### src/rtl/timer_pkg.sv
package timer_pkg;

  // control field layout, MSB first; bit order is software-visible
  typedef struct packed {
    logic       run;       // 7
    logic       periodic;  // 6
    logic       irq_en;    // 5
    logic       rsvd;      // 4
    logic [1:0] psc;       // 3:2
    logic       wide;      // 1
    logic       oneshot;   // 0
  } ctrl_t;

  localparam ctrl_t CTRL_RESET = 8'h20;

  localparam int OFF_LOAD  = 'h00;
  localparam int OFF_COUNT = 'h04;
  localparam int OFF_CTRL  = 'h08;
  localparam int OFF_CLR   = 'h0C;
  localparam int OFF_RAW   = 'h10;
  localparam int OFF_MASK  = 'h14;
  localparam int OFF_BGLD  = 'h18;

  localparam logic [1:0] PSC_DIV_A = 2'd1;
  localparam logic [1:0] PSC_DIV_B = 2'd2;

endpackage

### src/rtl/timer_prescaler.sv
module timer_prescaler #(
  parameter int SHIFT_A = 4,
  parameter int SHIFT_B = 8
) (
  input  logic       clk_i,
  input  logic       rst_ni,
  input  logic       run_i,
  input  logic       restart_i,
  input  logic       tick_i,
  input  logic [1:0] sel_i,
  output logic       step_o
);
  import timer_pkg::*;

  localparam int PW = SHIFT_B;
  localparam logic [PW-1:0] TERM_A = PW'((1 << SHIFT_A) - 1);
  localparam logic [PW-1:0] TERM_B = PW'((1 << SHIFT_B) - 1);

  logic [PW-1:0] pre_q;
  logic [PW-1:0] term;

  always_comb begin
    unique case (sel_i)
      PSC_DIV_A: term = TERM_A;
      PSC_DIV_B: term = TERM_B;
      default:   term = '0;
    endcase
  end

  assign step_o = run_i && tick_i && (pre_q == term);

  always_ff @(posedge clk_i or negedge rst_ni) begin
    if (!rst_ni)                pre_q <= '0;
    else if (!run_i || restart_i) pre_q <= '0;
    else if (tick_i)            pre_q <= step_o ? '0 : pre_q + 1'b1;
  end

  a_r5_no_step_when_halted: assert property (@(posedge clk_i) disable iff (!rst_ni)
    !run_i |=> (pre_q == '0));
  a_r6_step_after_restart: assert property (@(posedge clk_i) disable iff (!rst_ni)
    (restart_i && run_i) |=> (pre_q == '0));

endmodule

### src/rtl/timer_counter.sv
module timer_counter #(
  parameter int CNT_W = 32
) (
  input  logic             clk_i,
  input  logic             rst_ni,
  input  logic             step_i,
  input  logic             load_i,
  input  logic [CNT_W-1:0] load_val_i,
  input  logic [CNT_W-1:0] reload_i,
  input  logic             oneshot_i,
  output logic [CNT_W-1:0] cnt_o,
  output logic             expire_o
);

  logic [CNT_W-1:0] cnt_q;

  assign expire_o = step_i && !load_i && (cnt_q <= CNT_W'(1));
  assign cnt_o    = cnt_q;

  always_ff @(posedge clk_i or negedge rst_ni) begin
    if (!rst_ni)       cnt_q <= '0;
    else if (load_i)   cnt_q <= load_val_i;
    else if (expire_o) cnt_q <= oneshot_i ? '0 : reload_i;
    else if (step_i)   cnt_q <= cnt_q - 1'b1;
  end

  a_r3_load_takes: assert property (@(posedge clk_i) disable iff (!rst_ni)
    load_i |=> (cnt_q == $past(load_val_i)));
  a_r5_decrement: assert property (@(posedge clk_i) disable iff (!rst_ni)
    (step_i && !load_i && cnt_q > CNT_W'(1)) |=> (cnt_q == $past(cnt_q) - 1'b1));
  a_r7_periodic_reload: assert property (@(posedge clk_i) disable iff (!rst_ni)
    (expire_o && !oneshot_i) |=> (cnt_q == $past(reload_i)));
  a_r8_oneshot_parks: assert property (@(posedge clk_i) disable iff (!rst_ni)
    (expire_o && oneshot_i) |=> (cnt_q == '0));

endmodule

### src/rtl/timer_regs.sv
module timer_regs #(
  parameter int ADDR_W   = 8,
  parameter int DATA_W   = 32,
  parameter int NARROW_W = 16
) (
  input  logic               clk_i,
  input  logic               rst_ni,
  input  logic               req_i,
  input  logic               we_i,
  input  logic [ADDR_W-1:0]  addr_i,
  input  logic [DATA_W-1:0]  wdata_i,
  input  logic               expire_i,
  input  logic [DATA_W-1:0]  cnt_i,
  output timer_pkg::ctrl_t   ctrl_o,
  output logic [DATA_W-1:0]  reload_o,
  output logic               cnt_load_o,
  output logic [DATA_W-1:0]  cnt_load_val_o,
  output logic [DATA_W-1:0]  rdata_o,
  output logic               irq_o
);
  import timer_pkg::*;

  localparam logic [DATA_W-1:0] NARROW_MASK = {{(DATA_W-NARROW_W){1'b0}}, {NARROW_W{1'b1}}};

  ctrl_t             ctrl_q, ctrl_wv;
  logic [DATA_W-1:0] load_q;
  logic              raw_q;
  logic              wr, rd;
  logic              wr_load, wr_ctrl, wr_clr, wr_bgld;

  function automatic logic [DATA_W-1:0] eff_reload(ctrl_t c, logic [DATA_W-1:0] v);
    logic [DATA_W-1:0] m;
    m = c.wide ? '1 : NARROW_MASK;
    return (!c.periodic && !c.oneshot) ? m : (v & m);
  endfunction

  assign wr      = req_i && we_i;
  assign rd      = req_i && !we_i;
  assign wr_load = wr && (addr_i == ADDR_W'(OFF_LOAD));
  assign wr_ctrl = wr && (addr_i == ADDR_W'(OFF_CTRL));
  assign wr_clr  = wr && (addr_i == ADDR_W'(OFF_CLR));
  assign wr_bgld = wr && (addr_i == ADDR_W'(OFF_BGLD));

  always_comb begin
    ctrl_wv      = ctrl_t'(wdata_i[7:0]);
    ctrl_wv.rsvd = 1'b0;
  end

  assign cnt_load_o     = wr_load || (wr_ctrl && ctrl_wv.run);
  assign cnt_load_val_o = wr_load ? eff_reload(ctrl_q, wdata_i) : eff_reload(ctrl_wv, load_q);
  assign reload_o       = eff_reload(ctrl_q, load_q);
  assign ctrl_o         = ctrl_q;
  assign irq_o          = raw_q && ctrl_q.irq_en;

  always_ff @(posedge clk_i or negedge rst_ni) begin
    if (!rst_ni) begin
      ctrl_q <= CTRL_RESET;
      load_q <= '0;
      raw_q  <= 1'b0;
    end else begin
      if (wr_ctrl)                          ctrl_q     <= ctrl_wv;
      else if (expire_i && ctrl_q.oneshot) ctrl_q.run <= 1'b0;
      if (wr_load || wr_bgld)               load_q     <= wdata_i;
      if (expire_i)                         raw_q      <= 1'b1;
      else if (wr_clr)                      raw_q      <= 1'b0;
    end
  end

  always_ff @(posedge clk_i or negedge rst_ni) begin
    if (!rst_ni) rdata_o <= '0;
    else if (rd) begin
      unique case (addr_i)
        ADDR_W'(OFF_LOAD), ADDR_W'(OFF_BGLD): rdata_o <= load_q;
        ADDR_W'(OFF_COUNT): rdata_o <= cnt_i;
        ADDR_W'(OFF_CTRL):  rdata_o <= DATA_W'(ctrl_q);
        ADDR_W'(OFF_RAW):   rdata_o <= DATA_W'(raw_q);
        ADDR_W'(OFF_MASK):  rdata_o <= DATA_W'(raw_q && ctrl_q.irq_en);
        default:            rdata_o <= '0;
      endcase
    end
  end

  a_r11_expiry_sets_flag: assert property (@(posedge clk_i) disable iff (!rst_ni)
    expire_i |=> raw_q);
  a_r11_clear_drops_flag: assert property (@(posedge clk_i) disable iff (!rst_ni)
    (wr_clr && !expire_i) |=> !raw_q);
  a_r8_oneshot_stops: assert property (@(posedge clk_i) disable iff (!rst_ni)
    (expire_i && ctrl_q.oneshot && !wr_ctrl) |=> !ctrl_q.run);
  a_r10_masked_line: assert property (@(posedge clk_i) disable iff (!rst_ni)
    !ctrl_q.irq_en |-> !irq_o);
  a_r2_rsvd_zero: assert property (@(posedge clk_i) disable iff (!rst_ni)
    !ctrl_q.rsvd);

endmodule

### src/rtl/interval_timer.sv
module interval_timer #(
  parameter int ADDR_W   = 8,
  parameter int DATA_W   = 32,
  parameter int NARROW_W = 16,
  parameter int SHIFT_A  = 4,
  parameter int SHIFT_B  = 8
) (
  input  logic              clk_i,
  input  logic              rst_ni,
  input  logic              tick_i,
  input  logic              req_i,
  input  logic              we_i,
  input  logic [ADDR_W-1:0] addr_i,
  input  logic [DATA_W-1:0] wdata_i,
  output logic [DATA_W-1:0] rdata_o,
  output logic              irq_o
);
  import timer_pkg::*;

  ctrl_t             ctrl;
  logic [DATA_W-1:0] reload, cnt, cnt_load_val;
  logic              cnt_load, step, expire;

  timer_regs #(.ADDR_W(ADDR_W), .DATA_W(DATA_W), .NARROW_W(NARROW_W)) u_regs (
    .clk_i, .rst_ni, .req_i, .we_i, .addr_i, .wdata_i,
    .expire_i      (expire),
    .cnt_i         (cnt),
    .ctrl_o        (ctrl),
    .reload_o      (reload),
    .cnt_load_o    (cnt_load),
    .cnt_load_val_o(cnt_load_val),
    .rdata_o, .irq_o
  );

  timer_prescaler #(.SHIFT_A(SHIFT_A), .SHIFT_B(SHIFT_B)) u_psc (
    .clk_i, .rst_ni,
    .run_i    (ctrl.run),
    .restart_i(cnt_load),
    .tick_i,
    .sel_i    (ctrl.psc),
    .step_o   (step)
  );

  timer_counter #(.CNT_W(DATA_W)) u_cnt (
    .clk_i, .rst_ni,
    .step_i    (step),
    .load_i    (cnt_load),
    .load_val_i(cnt_load_val),
    .reload_i  (reload),
    .oneshot_i (ctrl.oneshot),
    .cnt_o     (cnt),
    .expire_o  (expire)
  );

  a_r12_count_write_ignored: assert property (@(posedge clk_i) disable iff (!rst_ni)
    (req_i && we_i && addr_i == ADDR_W'(OFF_COUNT) && !step) |=> $stable(cnt));

endmodule

### config.mk
export PLATFORM = sky130hd
export DESIGN_NAME = interval_timer
export DESIGN_NICKNAME = d
export VERILOG_FILES = /design/src/rtl/timer_pkg.sv /design/src/rtl/timer_prescaler.sv /design/src/rtl/timer_counter.sv /design/src/rtl/timer_regs.sv /design/src/rtl/interval_timer.sv
export SDC_FILE = /design/constraint.sdc
export NUM_CORES = 1
export LEC_CHECK = 0
export CAP_MARGIN = 40
export CORE_UTILIZATION = 30
export CTS_BUF_LIST = sky130_fd_sc_hd__clkbuf_4
export DETAILED_ROUTE_END_ITERATION = 7
export PLACE_DENSITY = 0.54
export RECOVER_POWER = 100
export SETUP_SLACK_MARGIN = 0.5
export SYNTH_ARGS = -nofsm -noshare
export SYNTH_HDL_FRONTEND = slang
export SYNTH_SLANG_ARGS = --single-unit
### constraint.sdc
create_clock -name clk_i -period 4.1 [get_ports clk_i]
set_clock_uncertainty 0.05 [all_clocks]
set_input_delay 1.025 -clock clk_i [delete_from_list [all_inputs] [get_ports clk_i]]
set_output_delay 1.025 -clock clk_i [all_outputs]
set_load 0.01 [all_outputs]
After elaboration in Yosys (flattened, before gate mapping)
Cells that the tools add are included.
W data, S select, Z words.
{"block": "word_totals", "n_memories": 0, "inputBits": 45, "ramBits": 0, "out_inout_bits": 33, "latchBits": 0, "reg_bits": 112, "romBits": 0}
{"block": "op_classes", "n_shift": 0, "multipliers": 0, "muxes": 19, "order_cmp": 1, "n_div": 0, "n_addsub": 2, "n_reduce_logical": 31, "n_eq_ne": 9, "bitwise_logic": 3}
{"operator": "$mux W32", "count": 10}
{"operator": "$pmux W32 S5", "count": 1}
{"operator": "$and A32 B32 Y32", "count": 3}
{"operator": "$le A32 B1 Y1 const B", "count": 1}
{"operator": "$sub A32 B1 Y32 const B", "count": 1}
{"operator": "$eq A8 B5 Y1 const B", "count": 3}
{"operator": "$mux W8", "count": 3}
{"operator": "$eq A8 B4 Y1 const B", "count": 2}
{"operator": "$pmux W8 S2", "count": 1}
{"operator": "$logic_and A1 B1 Y1", "count": 15}
{"operator": "$add A8 B1 Y8 const B", "count": 1}
{"operator": "$eq A8 B3 Y1 const B", "count": 1}
{"operator": "$eq A8 B8 Y1", "count": 1}
{"operator": "$logic_not A8 Y1", "count": 1}
{"operator": "$logic_not A1 Y1", "count": 7}
{"operator": "$reduce_bool A2 Y1", "count": 3}
{"operator": "$mux W1", "count": 4}
{"operator": "$logic_or A1 B1 Y1", "count": 3}
{"operator": "$reduce_bool A3 Y1", "count": 1}
{"operator": "$eq A2 B1 Y1 const B", "count": 1}
{"operator": "$eq A2 B2 Y1 const B", "count": 1}
{"operator": "$reduce_or A2 Y1", "count": 1}

Depth between registers and ports, before layout
Gate-level depths: netlist (run 1).
{"block": "depth", "ltp_word": 10, "mapped_depth": 10, "mapped_depth_nobuf": 8}

Cells and area by module
From an unflattened synthesis (run 1), not the netlist that was laid out.
{"block": "hier_totals", "cells_unflattened": 687, "hier_area_um2": 6854.1}
{"mod": "timer_regs", "instances": 1, "cells_each": 347, "seq_area_each_um2": 1803.0, "area_per_inst_um2": 3957.5}
{"mod": "timer_counter", "instances": 1, "cells_each": 283, "seq_area_each_um2": 800.8, "area_per_inst_um2": 2366.0}
{"mod": "timer_prescaler", "instances": 1, "cells_each": 57, "seq_area_each_um2": 200.2, "area_per_inst_um2": 530.5}

Worst setup path after synthesis (run 1)
No wires, ideal clock.
{"block": "synth_path", "kind": "input to register", "start": "input port addr_i[5]", "end": "register u_regs.ctrl_q, in the netlist u_regs.ctrl_o[3]", "path_stages": 6, "required_ps": 3925, "setup_slack_ps": 1065, "setup_ps": 125, "t_arrival_ps": 2860, "path_cell_list": "or3_4 > or3_4 > nor4b_4 > and3_1 > buf_4 > mux2_2"}
{"block": "synth_via", "elab_chain_len": 2}
{"item": "start, declared", "line_no": "interval_timer.sv:13", "text": "input logic [ADDR_W-1:0] addr_i,"}
{"item": "$eq A8 B4 Y1", "line_no": "timer_regs.sv:40", "text": "assign wr_ctrl = wr && (addr_i == ADDR_W'(OFF_CTRL));"}
{"item": "$logic_and A1 B1 Y1", "line_no": "timer_regs.sv:40"}
{"item": "end signal, assigned", "line_no": "timer_regs.sv:61", "text": "if (wr_ctrl) ctrl_q <= ctrl_wv;"}
{"item": "end, declared", "line_no": "timer_regs.sv:25", "text": "ctrl_t ctrl_q, ctrl_wv;"}
Every way passes these cells.
A chain may end at the register's enable or synchronous reset.

Worst setup path in the final report (run 1)
{"block": "layout_path", "start": "input port addr_i[5]", "end": "register u_cnt.cnt_q[1] (netlist: u_cnt.cnt_o[1])"}
{"block": "layout_via", "elab_chain_len": 9, "word_cells_on_any_way": 13, "classes_between": "eq/ne: 1; mux: 3; reduce/logical: 9"}
{"item": "$eq A8 B4 Y1", "line_no": "timer_regs.sv:40"}
{"item": "$logic_and A1 B1 Y1", "line_no": "timer_regs.sv:40"}
{"item": "$logic_and A1 B1 Y1", "line_no": "timer_regs.sv:49", "text": "assign cnt_load_o = wr_load || (wr_ctrl && ctrl_wv.run);"}
{"item": "$logic_or A1 B1 Y1", "line_no": "timer_regs.sv:49"}
{"item": "$logic_not A1 Y1", "line_no": "timer_counter.sv:17", "text": "assign expire_o = step_i && !load_i && (cnt_q <= CNT_W'(1));"}
{"item": "$logic_and A1 B1 Y1 (2 in a row)", "line_no": "timer_counter.sv:17"}
{"item": "$mux W32", "line_no": "timer_counter.sv:23", "text": "else if (expire_o) cnt_q <= oneshot_i ? '0 : reload_i;"}
{"item": "$mux W32", "line_no": "timer_counter.sv:22", "text": "else if (load_i) cnt_q <= load_val_i;"}
{"item": "end signal, assigned", "line_no": "timer_counter.sv:22"}
{"item": "end signal, assigned", "line_no": "timer_counter.sv:23"}
{"item": "end signal, assigned", "line_no": "timer_counter.sv:24", "text": "else if (step_i) cnt_q <= cnt_q - 1'b1;"}
{"item": "end, declared", "line_no": "timer_counter.sv:15", "text": "logic [CNT_W-1:0] cnt_q;"}
Parallel ways exist; a longest one is shown, timed or not.

==> impl_metrics.xml, run 1 <==
<?xml version="1.0" encoding="UTF-8"?>
<metrics>
  <group name="sta">
    <metric name="timing.setup.tns" unit="ps">0</metric>
    <metric name="final.min_clock_period" unit="ps">3499</metric>
    <metric name="final-setup-viol-count" unit="">0</metric>
    <metric name="setup_repair_after_global_routing_missed_its_margin" unit="">false</metric>
    <metric name="post-route-worst-setup-slack" unit="ps">600.9</metric>
    <metric name="finalHoldViolations" unit="">0</metric>
    <metric name="worst_pin_slew" unit="ps">1597</metric>
    <metric name="post-route-period-util" unit="%">85.34</metric>
    <metric name="slew_viol_final" unit="">60</metric>
    <metric name="max_freq" unit="MHz">285.8</metric>
    <metric name="max_slew_margin" unit="%">-6.489</metric>
  </group>
  <group name="cts">
    <metric name="total_of_hold_buffers_inserted_after_clock_tree_synthesis" unit="">0</metric>
    <metric name="cts_repair_resize_count" unit="">0</metric>
    <metric name="cts_tree" unit="">yes</metric>
    <metric name="number_of_buffers_created_by_cts" unit="">9</metric>
    <metric name="clock_tree.htree_level_count" unit="">3</metric>
    <metric name="buffers_inserted_during_post_cts_setup_optimization" unit="">0</metric>
    <metric name="clk_path_buf_depth" unit="">2</metric>
    <metric name="worstSkewPairLatency" unit="ps">540</metric>
    <metric name="worst_setup_hold_path_clk_slew" unit="ps">180</metric>
    <metric name="clock-root-buffer" unit="">clkbuf_4</metric>
    <metric name="clock_sink_count" unit="">112</metric>
  </group>
  <group name="floorplan">
    <metric name="floorplan.core_area" unit="µm²">21820</metric>
    <metric name="floorplan.initialDensity" unit="%">30.57</metric>
    <metric name="floorplan.die_area" unit="µm²">22840</metric>
    <metric name="io_pins" unit="">78</metric>
    <metric name="vert_die_dim" unit="µm">151.1</metric>
    <metric name="die_width" unit="µm">151.1</metric>
    <metric name="floorplan.rows" unit="">54</metric>
  </group>
  <group name="setup_path">
    <metric name="timing.critical_path.cells" unit="">dlygate4sd3_1 &gt; nor3_1 &gt; and4_1 &gt; clkbuf_2 &gt; nor2_1 &gt; clkbuf_1 &gt; o21ai_0 &gt; o221ai_1</metric>
    <metric name="worst_setup_path_end_kind" unit="">flip-flop</metric>
    <metric name="worst-path-max-fanout" unit="">39</metric>
    <metric name="required" unit="ps">4480</metric>
    <metric name="critPathKind" unit="">input pin to flip-flop</metric>
    <metric name="worst_path_arrival_time" unit="ps">3870</metric>
    <metric name="slowest_stage" unit="">clkbuf_2</metric>
    <metric name="setup.worst_path.start_class" unit="">input pin</metric>
    <metric name="r2r_cells" unit="">6</metric>
    <metric name="reg2reg_setup_slack" unit="ps">920</metric>
    <metric name="rr_startpoint" unit="">u_cnt.cnt_o[11]</metric>
    <metric name="worst_r2r_endpoint" unit="">u_cnt.cnt_o[12]</metric>
    <metric name="critical_path.max_stage_delay" unit="ps">760</metric>
  </group>
  <group name="drt">
    <metric name="dr.first_iter.drc_count" unit="">654</metric>
    <metric name="ant_nets" unit="">0</metric>
    <metric name="dr.pass1.iters" unit="">5</metric>
    <metric name="drt_drc_violations_left" unit="">0</metric>
    <metric name="routed-via-count" unit="">6242</metric>
    <metric name="avgViaCountPerCell" unit="">5.758</metric>
    <metric name="wire_per_inst" unit="µm">20.81</metric>
    <metric name="final_wirelength" unit="µm">22550</metric>
  </group>
  <group name="min_path">
    <metric name="worst_hold_path_type" unit="">flip-flop to flip-flop</metric>
    <metric name="hold-path-cell-count" unit="">2</metric>
    <metric name="min_delay_worst_endpoint" unit="">u_regs.rdata_o[16]</metric>
    <metric name="hold_path.startpoint" unit="">u_regs.rdata_o[16]</metric>
  </group>
  <group name="logic_synthesis">
    <metric name="synth-seq-area-share" unit="%">42.03</metric>
    <metric name="asyncSetResetFlopFracSynth" unit="%">100.0</metric>
    <metric name="post_synth_main_area_contributors" unit="">dfrtp_1 (42%), o21ai_0 (6.6%), nand2_1 (4.1%)</metric>
    <metric name="syn_nets" unit="">787</metric>
    <metric name="synth-main-ff-cell" unit="">dfrtp_1</metric>
    <metric name="synth_cells" unit="">738</metric>
    <metric name="post_synth_num_cell_types" unit="">77</metric>
    <metric name="synth-warning-count" unit="">0</metric>
    <metric name="area_share_of_the_largest_cell_type_after_synthesis" unit="%">41.64</metric>
    <metric name="synth_area_leader_cell" unit="">dfrtp_1</metric>
    <metric name="yosys-top-cells-count" unit="">dfrtp_1 (111), o21ai_0 (88), nand2_1 (72), nor2_1 (65), clkbuf_1 (43)</metric>
    <metric name="synth_enable_flop_cells" unit="">0</metric>
    <metric name="post_synthesis_mean_instance_area" unit="µm²">9.040</metric>
    <metric name="synthesis_stage_register_bit_count" unit="">112</metric>
    <metric name="mapped_cell_area" unit="µm²">6671</metric>
    <metric name="synthMostInstantiatedCell" unit="">dfrtp_1</metric>
  </group>
  <group name="placement">
    <metric name="routability_driven_placement_congestion_ratio" unit="">0.9008</metric>
    <metric name="dpl.hpwl" unit="µm">15660</metric>
    <metric name="placed_cells_incl_taps" unit="">1067</metric>
    <metric name="buffer_ports.inserted" unit="">77</metric>
    <metric name="preCtsSetupSlack" unit="ps">438.6</metric>
  </group>
  <group name="global_routing">
    <metric name="globalRouteMet1Util" unit="%">30.18</metric>
    <metric name="globalRoute.busiestLayer" unit="">met2</metric>
    <metric name="grt-ovfl-total" unit="">0</metric>
    <metric name="grt_antenna_before_repair" unit="">1</metric>
    <metric name="gr-usage-all-layers" unit="%">20.52</metric>
    <metric name="grt.met3_usage" unit="%">2.289</metric>
    <metric name="grt_pass1_wl" unit="µm">35310</metric>
    <metric name="grt_pass1_vias" unit="">5917</metric>
    <metric name="maximum_number_of_pins_on_one_net_before_global_route_repair" unit="">60</metric>
    <metric name="gr-usage-met2" unit="%">30.67</metric>
  </group>
  <group name="finish">
    <metric name="layout_nets" unit="">847</metric>
    <metric name="flow.area_growth_from_synthesis" unit="%">18.17</metric>
    <metric name="post_layout_nonfiller_instances" unit="">1084</metric>
    <metric name="final_layout_size_suffix_gt1_share" unit="%">8.468</metric>
  </group>
  <group name="job">
    <metric name="max-cap-violations" unit="">1</metric>
  </group>
  <group name="outcome">
    <metric name="status" unit="">complete, but fails checks</metric>
    <metric name="violations" unit="">capacitance limit, slew limit</metric>
  </group>
  <group name="pwr">
    <metric name="power_density" unit="nW/µm²">266.5</metric>
    <metric name="power.leakage" unit="nW">3.283</metric>
    <metric name="irDropWorstVdd" unit="V">0.0001096</metric>
  </group>
</metrics>
through the flow:
step	total power [W]	hold slack, ps	instance area [µm²]	util (%)
5_1_grt	0.002185	476.4	7884	36.13
6_report	0.002101	445.4	7884	36.13
3_5_place_dp	0.001500	419.2	7802	35.75
2_1_floorplan	0.001351	416.8	6671	-
3_3_place_gp	0.001498	409.5	7787	35.68
4_1_cts	0.002107	459.1	7949	36.42
power by group:
part	internal (W)	switching [W]
clock network	0.000192	0.000430
logic	0.000118	0.000173
registers	0.00114	0.0000489
total	0.00145	0.000652
cells by family (layout without fill, tap and decap cells):
group | count (synthesis) | in the layout | synth area share (%)
AOI/OAI and AO/OA | 233 | 233 | 23.33
DFF | 112 | 112 | 42.03
buffers and inverters | 70 | 135 | 4.670
muxes | 39 | 39 | 6.489
and+or+nand+nor | 258 | 258 | 19.84
xor gates and xnor gates | 22 | 22 | 2.888
adders and majority gates | 4 | 4 | 0.7502
other | 0 | 1 | 0
layer usage:
metal | vias up | routed length (µm)
met4 | 0 | 477
met2 | 258 | 9963
met1 | 3067 | 10780
li1 | 2881 | -
met5 | - | 0
met3 | 36 | 1335
critical path: cells and delay by family:
family	cells	cell delay [ps]
AND/OR/NAND/NOR	3	1050
buffers and inverters	3	1540
AO/OA/AOI/OAI	2	250
cell type report:
cell class                      count  area, µm²
Clock inverter                      7      78.83
Fill cell                        2248      13940
Inverter                           13      48.80
Timing Repair Buffer              106       1003
Multi-Input combinational cell    556       3528
Clock buffer                        9      67.56
Antenna cell                        1      2.502
Tap cell                          280      350.3
Sequential cell                   112       2804
state kept, by name, summed over array words and instances, names as in the netlist:
signal and flops:
u_regs.load_q 32, u_cnt.cnt_o 32, u_psc.pre_q 8, u_regs.ctrl_o 7, u_regs.raw_q 1, u_regs.rdata_o 32
cell usage in the layout (no fill, tap or decap), drive strengths merged, types with 11 or more instances in the layout:
master / synthesis / layout
dfrtp: 111 / 111
o21ai: 91 / 91
nand2: 72 / 72
nor2: 65 / 65
clkdlybuf4s50: 0 / 42
dlygate4sd3: 0 / 34
mux2: 34 / 34
a22oi: 28 / 28
nand3: 26 / 26
buf: 14 / 25
nor3: 24 / 24
a21oi: 19 / 19
o221ai: 17 / 17
inv: 13 / 15
clkbuf: 43 / 14
xor2: 12 / 12
o211ai: 12 / 12
nor4: 12 / 12
nand4: 11 / 11
worst max path at each step:
stage | cells past startpoint | to | startpoint | slack, ps
detailed placement | 7 | u_cnt.cnt_o[19] | addr_i[1] | 440
CTS | 7 | u_cnt.cnt_o[19] | addr_i[1] | 990
global route | 8 | u_cnt.cnt_o[31] | addr_i[5] | 500
floorplan | 6 | u_regs.ctrl_o[3] | addr_i[5] | 1070
finish | 8 | u_cnt.cnt_o[1] | addr_i[5] | 600
global placement | 7 | u_cnt.cnt_o[19] | addr_i[1] | 430
Power figures use the tool's default switching activity.
==> run 2: changes to the inputs <==
--- a/config.mk
+++ b/config.mk
@@ -6,6 +6,7 @@
 export NUM_CORES = 1
 export LEC_CHECK = 0
 export CAP_MARGIN = 40
+export CORE_MARGIN = 1.5
 export CORE_UTILIZATION = 30
 export CTS_BUF_LIST = sky130_fd_sc_hd__clkbuf_4
 export DETAILED_ROUTE_END_ITERATION = 7
@@ -14,4 +15,5 @@
 export SETUP_SLACK_MARGIN = 0.5
 export SYNTH_ARGS = -nofsm -noshare
 export SYNTH_HDL_FRONTEND = slang
+export SYNTH_HIERARCHICAL = 1
 export SYNTH_SLANG_ARGS = --single-unit
==> run 2 against run 1 <==
  * The run still ends with capacitance limit, slew limit left
  * Non-clock buffer count decreased by 1
  * Count of clock-buffer cells in the layout is the same
  * Clock power fell by 3.5%
  * Maximum frequency fell by 5.1%
  * Synthesized area increased by 2.6%
  * Combinational power grew to 3.3 times the previous value
==> impl_metrics.xml, run 2 <==
<?xml version="1.0" encoding="UTF-8"?>
<metrics>
  <group name="pwr">
    <metric name="post-layout-total-power" unit="W">0.002990</metric>
    <metric name="power.leakage" unit="nW">3.498</metric>
    <metric name="power_density" unit="nW/µm²">377.3</metric>
    <metric name="irDropWorstVdd" unit="V">0.0001408</metric>
  </group>
  <group name="global_routing">
    <metric name="maximum_number_of_pins_on_one_net_before_global_route_repair" unit="">48</metric>
    <metric name="grt-ovfl-total" unit="">0</metric>
    <metric name="grt_antenna_before_repair" unit="">1</metric>
    <metric name="grt_pass1_wl" unit="µm">33180</metric>
    <metric name="grt_pass1_vias" unit="">5739</metric>
    <metric name="gr-usage-all-layers" unit="%">17.67</metric>
  </group>
  <group name="sta">
    <metric name="setup_repair_after_global_routing_missed_its_margin" unit="">false</metric>
    <metric name="max_freq" unit="MHz">271.1</metric>
    <metric name="final.min_clock_period" unit="ps">3688</metric>
    <metric name="hold_slack" unit="ps">470.9</metric>
    <metric name="worst_pin_slew" unit="ps">1961</metric>
    <metric name="max_slew_margin" unit="%">-30.71</metric>
    <metric name="final-setup-viol-count" unit="">0</metric>
    <metric name="post-route-period-util" unit="%">89.96</metric>
    <metric name="finalHoldViolations" unit="">0</metric>
    <metric name="timing.setup.tns" unit="ps">0</metric>
    <metric name="post-route-worst-setup-slack" unit="ps">411.8</metric>
    <metric name="slew_viol_final" unit="">36</metric>
  </group>
  <group name="finish">
    <metric name="flow.area_growth_from_synthesis" unit="%">15.80</metric>
    <metric name="finalCoreUtilization" unit="%">35.21</metric>
    <metric name="seq_area" unit="µm²">2804</metric>
    <metric name="final_layout_size_suffix_gt1_share" unit="%">10.62</metric>
    <metric name="layout_nets" unit="">807</metric>
    <metric name="layout_common_cells" unit="">dfrtp_1 (111), o21ai_0 (56), nor2_1 (48), clkdlybuf4s50_1 (42), dlygate4sd3_1 (34)</metric>
    <metric name="multi_input_area" unit="µm²">3630</metric>
    <metric name="layout.cells.most_common" unit="">dfrtp_1</metric>
    <metric name="final.fill_count" unit="">2327</metric>
  </group>
  <group name="cts">
    <metric name="worstSkewPairLatency" unit="ps">520</metric>
    <metric name="number_of_buffers_created_by_cts" unit="">9</metric>
    <metric name="clock_sink_count" unit="">112</metric>
    <metric name="clk_path_buf_depth" unit="">2</metric>
    <metric name="total_of_hold_buffers_inserted_after_clock_tree_synthesis" unit="">0</metric>
    <metric name="clock_tree.htree_level_count" unit="">3</metric>
    <metric name="cts_tree" unit="">yes</metric>
    <metric name="worst_setup_hold_path_clk_slew" unit="ps">170</metric>
    <metric name="cts_repair_resize_count" unit="">0</metric>
    <metric name="clock-root-buffer" unit="">clkbuf_4</metric>
    <metric name="buffers_inserted_during_post_cts_setup_optimization" unit="">0</metric>
  </group>
  <group name="floorplan">
    <metric name="floorplan.initialDensity" unit="%">30.41</metric>
    <metric name="floorplan.core_area" unit="µm²">22500</metric>
    <metric name="die_width" unit="µm">154.0</metric>
    <metric name="floorplan.rows" unit="">55</metric>
    <metric name="vert_die_dim" unit="µm">154.0</metric>
    <metric name="io_pins" unit="">78</metric>
    <metric name="floorplan.die_area" unit="µm²">23720</metric>
  </group>
  <group name="drt">
    <metric name="ant_nets" unit="">0</metric>
    <metric name="wire_per_inst" unit="µm">19.56</metric>
    <metric name="drt_drc_violations_left" unit="">0</metric>
    <metric name="dr.pass1.iters" unit="">5</metric>
    <metric name="dr.first_iter.drc_count" unit="">408</metric>
    <metric name="avgViaCountPerCell" unit="">5.480</metric>
    <metric name="routed-via-count" unit="">5748</metric>
    <metric name="final_wirelength" unit="µm">20520</metric>
  </group>
  <group name="setup_path">
    <metric name="setup.worst_path.start_class" unit="">input pin</metric>
    <metric name="critPathKind" unit="">input pin to flip-flop</metric>
    <metric name="worst_r2r_endpoint" unit="">u_cnt/cnt_o[20]</metric>
    <metric name="rr_startpoint" unit="">u_regs/ctrl_o[2]</metric>
    <metric name="worst_setup_path_end_kind" unit="">flip-flop</metric>
    <metric name="crit_path_end" unit="">u_regs/rdata_o[27]</metric>
    <metric name="cp_launch_point" unit="">addr_i[0]</metric>
    <metric name="required" unit="ps">4500</metric>
    <metric name="r2r_cells" unit="">11</metric>
    <metric name="worst-path-max-fanout" unit="">25</metric>
    <metric name="reg2reg_setup_slack" unit="ps">850</metric>
    <metric name="worst_path_arrival_time" unit="ps">4080</metric>
  </group>
  <group name="outcome">
    <metric name="status" unit="">complete, but fails checks</metric>
    <metric name="violations" unit="">capacitance limit, slew limit</metric>
  </group>
  <group name="logic_synthesis">
    <metric name="post_synthesis_mean_instance_area" unit="µm²">9.990</metric>
    <metric name="mapped_cell_area" unit="µm²">6843</metric>
    <metric name="synth-warning-count" unit="">6</metric>
    <metric name="synth_cells" unit="">685</metric>
    <metric name="syn_nets" unit="">734</metric>
  </group>
  <group name="job">
    <metric name="max-cap-violations" unit="">1</metric>
  </group>
  <group name="placement">
    <metric name="buffer_ports.inserted" unit="">77</metric>
    <metric name="routability_driven_placement_congestion_ratio" unit="">0.8215</metric>
    <metric name="preCtsSetupSlack" unit="ps">205.6</metric>
    <metric name="dpl.hpwl" unit="µm">14100</metric>
  </group>
  <group name="min_path">
    <metric name="worst_hold_path_type" unit="">flip-flop to flip-flop</metric>
  </group>
</metrics>
==> run 2: worst max-delay path, cell delays in order <==
cell and delay, ps:
dlygate4sd3_1 550, nor4_1 550, nand3b_1 340, nor3b_4 230, clkbuf_1 1060, a221o_1 310
==> run 2: worst min path at each step <==
stage | from | endpoint | slack (ps) | cells past startpoint
after floorplan | u_regs/raw_q | u_regs/raw_q | 410 | 1
after CTS | rst_ni | u_regs/rdata_o[20] | 380 | 1
final | u_regs/rdata_o[0] | u_regs/rdata_o[0] | 470 | 1
after global placement | u_regs/rdata_o[0] | u_regs/rdata_o[0] | 440 | 1
after global routing | u_regs/rdata_o[0] | u_regs/rdata_o[0] | 510 | 1
after detailed placement | u_regs/rdata_o[0] | u_regs/rdata_o[0] | 450 | 1
==> run 2: cell type report <==
cell class / instances / share of cell area, %
well taps: 285 / 4.500
inverters: 10 / 0.4737
diodes: 1 / 0.03158
repair buffers: 105 / 12.06
flip-flops and latches: 112 / 35.39
multi-input cells: 520 / 45.81
clock inverters: 7 / 0.8843
clock buffers: 9 / 0.8527
==> run 2: where the power goes <==
group	total (W)	leakage [nW]	switching, W	internal [W]
Sequential	0.00142	1.53	0.000202	0.00122
Combinational	0.000969	1.89	0.000517	0.000451
Clock	0.000601	0.0765	0.000414	0.000187
==> run 2: metrics by stage <==
stage	std cells	cell area, µm²
CTS	1048	8112
detailed placement	1032	7974
finish	1049	7924
global route	1049	7924
floorplan	685	6843
global placement	1031	7966
==> run 2: routing by layer <==
layer / share of wire, % / wire length (µm) / GRT usage, %
met1: 50 / 10220 / 26.18
met2: 45 / 9275 / 27.04
met3: 3.9 / 793 / 2.368
met4: 1.1 / 223 / 4.346
met5: 0 / 0 / 0
==> run 3: changes to the inputs <==
--- a/config.mk
+++ b/config.mk
@@ -10,7 +10,6 @@
 export CORE_UTILIZATION = 30
 export CTS_BUF_LIST = sky130_fd_sc_hd__clkbuf_4
 export DETAILED_ROUTE_END_ITERATION = 7
-export PLACE_DENSITY = 0.54
 export RECOVER_POWER = 100
 export SETUP_SLACK_MARGIN = 0.5
 export SYNTH_ARGS = -nofsm -noshare
==> run 3 against run 2 <==
  * The flow still finishes with violations (capacitance limit, slew limit)
  * Via count is 0.73% lower
  * Count of clock-buffer cells in the layout up 1
  * Sequential power barely moved
  * Clock power grew 4.3%
  * Power rose by 0.25%
  * Critical path depth up 5
  * Global-route usage shrank 0.77 points
  * Hold slack improved by 8.7 ps
  * Highest routed layer unchanged
==> impl_metrics.xml, run 3 (synthesis results as in run 2) <==
<?xml version="1.0" encoding="UTF-8"?>
<metrics>
  <group name="setup_path">
    <metric name="required" unit="ps">4440</metric>
    <metric name="worst-path-max-fanout" unit="">22</metric>
    <metric name="r2r_cells" unit="">12</metric>
    <metric name="worst_setup_path_end_kind" unit="">flip-flop</metric>
    <metric name="slowest_stage" unit="">or4_1</metric>
    <metric name="reg2reg_setup_slack" unit="ps">760</metric>
    <metric name="critical_path.max_stage_delay" unit="ps">500</metric>
    <metric name="critPathKind" unit="">input pin to flip-flop</metric>
    <metric name="setup.worst_path.start_class" unit="">input pin</metric>
    <metric name="worst_path_arrival_time" unit="ps">3930</metric>
    <metric name="worst_r2r_endpoint" unit="">u_cnt/cnt_o[0]</metric>
    <metric name="critPathTopFamily" unit="">simple AND/OR/NAND/NOR gates</metric>
    <metric name="timing.critical_path.cells" unit="">clkdlybuf4s50_1 &gt; nor4_1 &gt; and2_0 &gt; and3_1 &gt; nand2b_1 &gt; or4_1 &gt; nor4_1 &gt; clkbuf_2 &gt; a211oi_1 &gt; a211oi_1 &gt; a21oi_1</metric>
    <metric name="rr_startpoint" unit="">u_regs/ctrl_o[2]</metric>
    <metric name="crit_buf_inv" unit="">2</metric>
  </group>
  <group name="drt">
    <metric name="ant_nets" unit="">0</metric>
    <metric name="dr.first_iter.drc_count" unit="">405</metric>
    <metric name="drt_drc_violations_left" unit="">0</metric>
    <metric name="final_wirelength" unit="µm">19420</metric>
    <metric name="dr.pass1.iters" unit="">5</metric>
    <metric name="wire_per_inst" unit="µm">18.53</metric>
    <metric name="avgViaCountPerCell" unit="">5.445</metric>
    <metric name="routed-via-count" unit="">5706</metric>
  </group>
  <group name="pwr">
    <metric name="power_density" unit="nW/µm²">377.3</metric>
    <metric name="power.leakage" unit="nW">3.487</metric>
    <metric name="post-layout-total-power" unit="W">0.002997</metric>
    <metric name="irDropWorstVdd" unit="V">0.0001557</metric>
  </group>
  <group name="min_path">
    <metric name="hold_path.startpoint" unit="">u_regs/rdata_o[0]</metric>
    <metric name="hold-path-cell-count" unit="">1</metric>
    <metric name="worst_hold_path_type" unit="">flip-flop to flip-flop</metric>
    <metric name="min_delay_worst_endpoint" unit="">u_regs/rdata_o[0]</metric>
  </group>
  <group name="finish">
    <metric name="layout_nets" unit="">806</metric>
    <metric name="final_layout_size_suffix_gt1_share" unit="%">9.974</metric>
    <metric name="layout.cells.most_common" unit="">dfrtp_1</metric>
    <metric name="flow.area_growth_from_synthesis" unit="%">16.09</metric>
    <metric name="final.fill_count" unit="">2264</metric>
    <metric name="post_layout_nonfiller_instances" unit="">1048</metric>
    <metric name="layout_common_cells" unit="">dfrtp_1 (111), o21ai_0 (56), nor2_1 (48), clkdlybuf4s50_1 (43)</metric>
  </group>
  <group name="global_routing">
    <metric name="grt_pass1_wl" unit="µm">32080</metric>
    <metric name="grt_pass1_vias" unit="">5615</metric>
    <metric name="grt_antenna_before_repair" unit="">1</metric>
    <metric name="maximum_number_of_pins_on_one_net_before_global_route_repair" unit="">49</metric>
    <metric name="grt-ovfl-total" unit="">0</metric>
    <metric name="gr-usage-all-layers" unit="%">16.90</metric>
  </group>
  <group name="sta">
    <metric name="final-setup-viol-count" unit="">0</metric>
    <metric name="final.min_clock_period" unit="ps">3598</metric>
    <metric name="slew_viol_final" unit="">41</metric>
    <metric name="setup_repair_after_global_routing_missed_its_margin" unit="">false</metric>
    <metric name="hold_slack" unit="ps">479.6</metric>
    <metric name="finalHoldViolations" unit="">0</metric>
    <metric name="max_slew_margin" unit="%">-67.92</metric>
    <metric name="max_freq" unit="MHz">277.9</metric>
    <metric name="worst_pin_slew" unit="ps">2519</metric>
    <metric name="timing.setup.tns" unit="ps">0</metric>
    <metric name="post-route-period-util" unit="%">87.76</metric>
  </group>
  <group name="outcome">
    <metric name="status" unit="">complete, but fails checks</metric>
    <metric name="violations" unit="">capacitance limit, slew limit</metric>
  </group>
  <group name="cts">
    <metric name="worst_setup_hold_path_clk_slew" unit="ps">170</metric>
    <metric name="worstSkewPairLatency" unit="ps">490</metric>
    <metric name="clock_sink_count" unit="">112</metric>
    <metric name="cts_repair_resize_count" unit="">0</metric>
    <metric name="clock_tree.htree_level_count" unit="">3</metric>
    <metric name="total_of_hold_buffers_inserted_after_clock_tree_synthesis" unit="">0</metric>
    <metric name="buffers_inserted_during_post_cts_setup_optimization" unit="">0</metric>
    <metric name="number_of_buffers_created_by_cts" unit="">9</metric>
    <metric name="cts_tree" unit="">yes</metric>
    <metric name="clk_path_buf_depth" unit="">2</metric>
    <metric name="clock-root-buffer" unit="">clkbuf_4</metric>
  </group>
  <group name="placement">
    <metric name="buffer_ports.inserted" unit="">77</metric>
    <metric name="placed_cells_incl_taps" unit="">1031</metric>
    <metric name="routability_driven_placement_congestion_ratio" unit="">0.8243</metric>
    <metric name="dpl.hpwl" unit="µm">13710</metric>
  </group>
  <group name="floorplan">
    <metric name="floorplan.die_area" unit="µm²">23720</metric>
    <metric name="floorplan.rows" unit="">55</metric>
    <metric name="floorplan.initialDensity" unit="%">30.41</metric>
    <metric name="io_pins" unit="">78</metric>
    <metric name="vert_die_dim" unit="µm">154.0</metric>
    <metric name="floorplan.core_area" unit="µm²">22500</metric>
    <metric name="die_width" unit="µm">154.0</metric>
  </group>
  <group name="job">
    <metric name="max-cap-violations" unit="">1</metric>
  </group>
</metrics>
## run 3: cell type report
class	count	area [µm²]	area share (%)
Clock inverter	6	83.83	1.055
Clock buffer	10	75.07	0.9450
Antenna cell	1	2.502	0.03150
Sequential cell	112	2804	35.30
Inverter	10	37.54	0.4725
Multi-Input combinational cell	520	3626	45.65
Tap cell	285	356.6	4.489
Timing Repair Buffer	104	958.4	12.06
## run 3: worst register-to-register path: cells and delay by family, from the launching register on
kind                     cells  cell delay, ps
AO/OA/AOI/OAI                4             690
adder cells (fa/ha/maj)      1             320
buffers and inverters        2             530
AND/OR/NAND/NOR              5            1240
flip-flops                   1             400
## run 3: how the worst max path moves through the flow
| stage | from | endpoint | slack, ps | depth (start not counted) |
|---|---|---|---|---|
| after floorplan | addr_i[2] | u_cnt/cnt_o[5] | 650 | 11 |
| after global placement | tick_i | u_cnt/cnt_o[5] | 310 | 10 |
| after detailed placement | tick_i | u_cnt/cnt_o[20] | 200 | 10 |
| after CTS | tick_i | u_cnt/cnt_o[20] | 750 | 10 |
| after global routing | addr_i[6] | u_cnt/cnt_o[0] | 390 | 11 |
| final | addr_i[0] | u_cnt/cnt_o[0] | 500 | 11 |
## run 3: metal layers
layer  vias up  share of wire (%)  routed length [µm]  GRT usage (%)
li1       2726                  -                   -              -
met1      2840                 50                9677          24.58
met2       120                 45                8684          25.81
met3        20                4.0                 779          2.480
met4         0                1.5                 282          5.086
met5         -                  0                   0              0
## run 3: through the flow
step	area, µm²	setup slack [ps]	utilization, %
5_1_grt	7944	386.0	35.30
3_5_place_dp	7979	201.6	35.46
6_report	7944	501.7	35.30
2_1_floorplan	6843	650.6	-
4_1_cts	8138	745.2	36.16
3_3_place_gp	7971	305.1	35.42
## run 3: where the power goes
part / switching [W] / internal [W] / total (W)
registers: 0.000201 / 0.00122 / 0.00142
logic: 0.000497 / 0.000454 / 0.000951
clock network: 0.000376 / 0.000251 / 0.000627
